===== src/rtl/ld_pkg.sv =====
package ld_pkg;
  typedef enum logic [2:0] {
    OP_BYTE_S  = 3'd0,
    OP_BYTE_U  = 3'd1,
    OP_HALF_S  = 3'd2,
    OP_HALF_U  = 3'd3,
    OP_WORD    = 3'd4,
    OP_UPPER   = 3'd5,
    OP_WORD_X6 = 3'd6,
    OP_WORD_X7 = 3'd7
  } ld_op_e;

  typedef enum logic [1:0] {
    SZ_BYTE = 2'd0,
    SZ_HALF = 2'd1,
    SZ_WORD = 2'd2,
    SZ_NONE = 2'd3
  } ld_size_e;

  function automatic ld_size_e op_size(input ld_op_e op);
    case (op)
      OP_BYTE_S, OP_BYTE_U: op_size = SZ_BYTE;
      OP_HALF_S, OP_HALF_U: op_size = SZ_HALF;
      OP_UPPER:             op_size = SZ_NONE;
      default:              op_size = SZ_WORD;
    endcase
  endfunction
endpackage


===== src/rtl/ld_agen.sv =====
module ld_agen
  import ld_pkg::*;
#(
  parameter int XLEN  = 32,
  parameter int IMM_W = 16
) (
  input  logic [XLEN-1:0]  base_val,
  input  logic [IMM_W-1:0] disp,
  input  ld_op_e           op,
  output logic [XLEN-1:0]  addr,
  output logic             misalign
);
  localparam int NBYTE = XLEN / 8;
  localparam int OFS_W = $clog2(NBYTE);

  logic [XLEN-1:0] disp_ext;
  ld_size_e        sz;

  assign disp_ext = {{(XLEN-IMM_W){disp[IMM_W-1]}}, disp};
  assign addr     = base_val + disp_ext;
  assign sz       = op_size(op);

  always_comb begin
    case (sz)
      SZ_HALF: misalign = addr[0];
      SZ_WORD: misalign = (addr[OFS_W-1:0] != '0);
      default: misalign = 1'b0;
    endcase
  end

  // an access whose low address bits are clear never faults
  always_comb begin
    if (addr[OFS_W-1:0] == '0)
      assert_aligned_ok_R8: assert (!misalign);
  end
endmodule


===== src/rtl/ld_lane_ext.sv =====
module ld_lane_ext
  import ld_pkg::*;
#(
  parameter int XLEN  = 32,
  parameter int IMM_W = 16
) (
  input  logic [XLEN-1:0]          rdata,
  input  logic [$clog2(XLEN/8)-1:0] ofs,
  input  logic [IMM_W-1:0]         disp,
  input  ld_op_e                   op,
  output logic [XLEN-1:0]          value
);
  localparam int NBYTE = XLEN / 8;
  localparam int NHALF = NBYTE / 2;
  localparam int OFS_W = $clog2(NBYTE);

  logic [7:0]  byte_lane [NBYTE];
  logic [15:0] half_lane [NHALF];
  logic [7:0]  b_sel;
  logic [15:0] h_sel;

  for (genvar g = 0; g < NBYTE; g++) begin : g_byte
    assign byte_lane[g] = rdata[XLEN-1-8*g -: 8];
  end
  for (genvar g = 0; g < NHALF; g++) begin : g_half
    assign half_lane[g] = rdata[XLEN-1-16*g -: 16];
  end

  assign b_sel = byte_lane[ofs];
  assign h_sel = half_lane[ofs[OFS_W-1:1]];

  always_comb begin
    case (op)
      OP_BYTE_S: value = {{(XLEN-8){b_sel[7]}}, b_sel};
      OP_BYTE_U: value = {{(XLEN-8){1'b0}}, b_sel};
      OP_HALF_S: value = {{(XLEN-16){h_sel[15]}}, h_sel};
      OP_HALF_U: value = {{(XLEN-16){1'b0}}, h_sel};
      OP_UPPER:  value = {disp, {(XLEN-IMM_W){1'b0}}};
      default:   value = rdata;
    endcase
  end

  // unsigned forms never carry data above their lane width
  always_comb begin
    if (op == OP_BYTE_U)
      assert_byte_zero_fill_R3: assert (value[XLEN-1:8] == '0);
    if (op == OP_HALF_U)
      assert_half_zero_fill_R5: assert (value[XLEN-1:16] == '0);
  end
endmodule


===== src/rtl/ld_extend_top.sv =====
module ld_extend_top
  import ld_pkg::*;
#(
  parameter int XLEN  = 32,
  parameter int IMM_W = 16
) (
  input  logic             clk,
  input  logic             rst,
  input  logic             in_valid,
  input  logic [2:0]       op_sel,
  input  logic [XLEN-1:0]  base_val,
  input  logic [IMM_W-1:0] disp,
  input  logic [XLEN-1:0]  mem_rdata,
  output logic [XLEN-1:0]  mem_addr,
  output logic [XLEN-1:0]  res_data,
  output logic             res_valid,
  output logic             ld_fault
);
  localparam int OFS_W = $clog2(XLEN / 8);

  ld_op_e          op;
  logic            misalign;
  logic [XLEN-1:0] ext_val;

  assign op = ld_op_e'(op_sel);

  ld_agen #(.XLEN(XLEN), .IMM_W(IMM_W)) u_agen (
    .base_val (base_val),
    .disp     (disp),
    .op       (op),
    .addr     (mem_addr),
    .misalign (misalign)
  );

  ld_lane_ext #(.XLEN(XLEN), .IMM_W(IMM_W)) u_ext (
    .rdata (mem_rdata),
    .ofs   (mem_addr[OFS_W-1:0]),
    .disp  (disp),
    .op    (op),
    .value (ext_val)
  );

  always_ff @(posedge clk) begin
    if (rst) begin
      res_data  <= '0;
      res_valid <= 1'b0;
      ld_fault  <= 1'b0;
    end else begin
      res_valid <= in_valid && !misalign;
      ld_fault  <= in_valid && misalign;
      if (in_valid && !misalign)
        res_data <= ext_val;
    end
  end

  assert_valid_fault_excl_R8: assert property (@(posedge clk) disable iff (rst)
    !(res_valid && ld_fault));

  assert_valid_needs_strobe_R9: assert property (@(posedge clk) disable iff (rst)
    (res_valid || ld_fault) |-> $past(in_valid));

  assert_upper_no_fault_R7: assert property (@(posedge clk) disable iff (rst)
    (in_valid && op_sel == 3'd5) |=> (res_valid && !ld_fault));

  assert_byte_no_fault_R8: assert property (@(posedge clk) disable iff (rst)
    (in_valid && op_sel[2:1] == 2'b00) |=> !ld_fault);

  assert_fault_holds_data_R8: assert property (@(posedge clk) disable iff (rst)
    ld_fault |-> $stable(res_data));

  assert_idle_holds_data_R9: assert property (@(posedge clk) disable iff (rst)
    !res_valid |-> $stable(res_data));
endmodule


===== config.mk =====
export PLATFORM = sky130hd
export DESIGN_NAME = ld_extend_top
export DESIGN_NICKNAME = d
export VERILOG_FILES = /design/src/rtl/ld_pkg.sv /design/src/rtl/ld_agen.sv /design/src/rtl/ld_lane_ext.sv /design/src/rtl/ld_extend_top.sv
export SDC_FILE = /design/constraint.sdc
export NUM_CORES = 1
export LEC_CHECK = 0
export ABC_CLOCK_PERIOD_IN_PS = 3300
export BUFFER_PORTS_ARGS = -buffer_cell sky130_fd_sc_hd__buf_4
export CAP_MARGIN = 20
export CELL_PAD_IN_SITES_DETAIL_PLACEMENT = 1
export CELL_PAD_IN_SITES_GLOBAL_PLACEMENT = 2
export CORE_MARGIN = 5
export CORE_UTILIZATION = 26
export CTS_BUF_LIST = sky130_fd_sc_hd__clkbuf_4
export CTS_CLUSTER_DIAMETER = 50
export DETAILED_ROUTE_END_ITERATION = 8
export PLACE_DENSITY = 0.81
export SLEW_MARGIN = 10
export SYNTH_ARGS = -nofsm -noshare
export SYNTH_HDL_FRONTEND = slang
export SYNTH_SLANG_ARGS = --single-unit
export TNS_END_PERCENT = 10

===== constraint.sdc =====
create_clock -name clk -period 3.3 [get_ports clk]
set_input_delay 0.66 -clock clk [delete_from_list [all_inputs] [get_ports clk]]
set_output_delay 0.66 -clock clk [all_outputs]
set_load 0.02 [all_outputs]

==> summary.txt <==
number of H-tree levels = 2
Clk Latency, worst-skew pair = 340 ps
sequential cell area = 680.7 sq um
Slew @ Worst Pin = 678.9 ps
Fin. Hold Viols = 0
Post-DRT Antenna Nets = 0
CTS root buf = clkbuf_4
worst-path maximum fanout = 3
ys async rst share = 0
Static Leak = 0.002588 uW
total grt overflow = 0
Iter 0 DRT Violations = 230
most common cell in the netlist = a21oi_1
sequential share of power = 0.221
pre-CTS WS = -359.0 ps
post-synthesis sequential area ratio = 0.1873
# port buffers = 151
violated checks = negative setup slack
Rows = 43
Power Dens Cells = 368.6 nW/um^2
Syn Std Cell Area = 3635 sq um
Layout Cells excl Fill = 877
DIE AREA = 16,440 sq um
Max-cap violations = 0
Tmin final = 3403 ps
fin. max-slew vios = 0
CTS tree = built
Core Region = 13,770 sq um
Reg2Reg Depth = 2
routed vias/inst = 5.129
largest net degree at the start of global routing = 35
number of diodes = 0
relative slew slack = 0.5474
ys flop type = dfxtp_1
total design power = 2110 uW
Die Y = 128.2 um
TritonCTS buffer count = 5
CP Capture Type = output port
synth warn = 0
commonest cells in the synthesized netlist = 70 x a21oi_1, 58 x nor2_1, 46 x o21ai_0, 42 x nand2_1, 34 x dfxtp_1
Hold/Removal Path Class = reg -> reg
register bit total from synthesis = 34
Period Utilization, post-route = 1.031
internal power = 1241 uW
GRT Overall Usage = 0.1833
Ports = 152
RSZ-0062 raised after global routing = yes
number of flops mapped to enable cells by yosys = 0
final WL = 15,870 um
area fraction of the dominant cell type after synthesis = 0.1873
Worst Path Arrival = 2740 ps
placed instance count = 864
# DRC = 0
WP data required = 2640 ps
Hold WS = 506.0 ps
first-pass GRT wire length = 24,560 um
status = finished with violations
area leader, netlist = dfxtp_1
smallest setup slack after layout = -102.9 ps
hold_buf cts = 0
CTS sink count = 34
Detail Placement HPWL = 13,000 um
drt first pass iters = 4
Synth cell types = 66
vias post-DR = 4,498
Avg WL per Cell = 18.10 um
Fill cells = 1,737
Max Freq = 0.2939 GHz
CP Class = in -> out
multi-input logic area = 3037 sq um
Syn Area/Cell = 7.255 sq um
share of layout cells above drive strength 1 = 0.3989
CP startpoint kind = input pin
clk slew on worst S/H paths = 120 ps
initial antenna violation count = 0
hold path cells = 2
Starting Density = 0.2639
gpl congestion = 0.8700
Cells after Synth = 501
Net Sw Power = 868.5 uW
clock skew = 0 ps
clk buf depth = 2
Peak VDD IR = 0.2416 mV
power share of the clock group = 0.192
Setup violations, final = 6
Sw Ratio = 0.4116
Area Growth Syn to Fin = 57.45%
Logic pwr share = 0.587
vias in the first global route = 4,842
largest cells by area after synthesis = dfxtp_1 19%, ha_1 11%, a21oi_1 9.6%
synthesized netlist net count = 619
layout net count = 814
width of the die = 128.2 um
[final timing paths]
| check | to | slack [ps] | start |
|---|---|---|---|
| min reg2reg | res_data[31] | 510 | res_data[31] |
| max reg2reg | res_data[5] | 2590 | res_data[5] |
| max | mem_addr[26] | -100 | base_val[8] |
| min | res_data[31] | 510 | res_data[31] |
[placed cells by master (no fill, tap or decap), types with 6 or more instances in the layout]
master    count
o21ai_1       6
dfxtp_1      34
o21ai_0      43
nor2_1       56
buf_4       208
a21o_1       13
a22oi_1       8
a21oi_2      11
inv_1        10
ha_1         25
xor2_1       11
nor2b_1       9
nand2b_1      8
a21oi_1      61
a211oi_1      8
mux2i_1       8
nand3_1      10
xnor2_1      13
nand2_1      42
nor3_1       12
[worst max-delay path, cell delays in order]
cell,delay [ps]
buf_4,120
ha_1,290
a21o_1,170
a31o_1,200
a21o_1,200
buf_4,160
o31ai_4,240
o31ai_2,90
buf_4,160
a31oi_4,150
xnor2_2,130
buf_4,160
[layer usage]
layer,GRT usage,part of all wire
met1,0.2296,0.43
met2,0.3307,0.50
met3,0.03667,0.059
met4,0.02559,0.0095
met5,0,0
[metrics by stage]
stage / cell area, sq um / utilization / setup TNS [ps]
after detailed placement: 5321 / 0.3864 / -3286
final: 5723 / 0.4155 / -449.6
after global placement: 5321 / 0.3864 / -2493
after floorplan: 3642 / - / -17.25
after CTS: 5525 / 0.4012 / -1083
after global routing: 5723 / 0.4155 / -1697
[power by group through the flow]
stage | Clock, uW | Sequential [uW] | Combinational (uW)
3_5_place_dp | 0 | 475 | 1170
3_3_place_gp | 0 | 474 | 1140
4_1_cts | 411 | 467 | 1190
2_1_floorplan | 0 | 514 | 612
6_report | 405 | 466 | 1240
5_1_grt | 420 | 469 | 1340
[final cells by class]
cell class,count,share of cell area
multi-input combinational,430,0.5306
timing repair buffer,214,0.2853
sequential,34,0.1189
tap,180,0.03935
clock inverter,3,0.01202
inverter,11,0.007215
clock buffer,5,0.006559
[kinds of logic (layout without fill, tap and decap cells)]
group,count (synthesis),after routing,share of synthesized area
buffers and inverters,37,233,0.04302
and+or+nand+nor,164,164,0.2124
DFF,34,34,0.1873
muxes,10,10,0.03133
adders and majority gates,32,32,0.1122
AOI/OAI and AO/OA,196,196,0.3463
xor gates and xnor gates,28,28,0.06747
[registers in the layout (all words and copies together) (netlist names)]
name	count
res_data	32
ld_fault	1
res_valid	1
[what timing repair did]
action | CTS | global route
buffers inserted | 1 | 4
endpoints found under the setup margin | 20 | 20
pin swaps | 16 | 19
resized for setup | 19 | 33
Note: power is estimated with default switching activity, not from simulation.
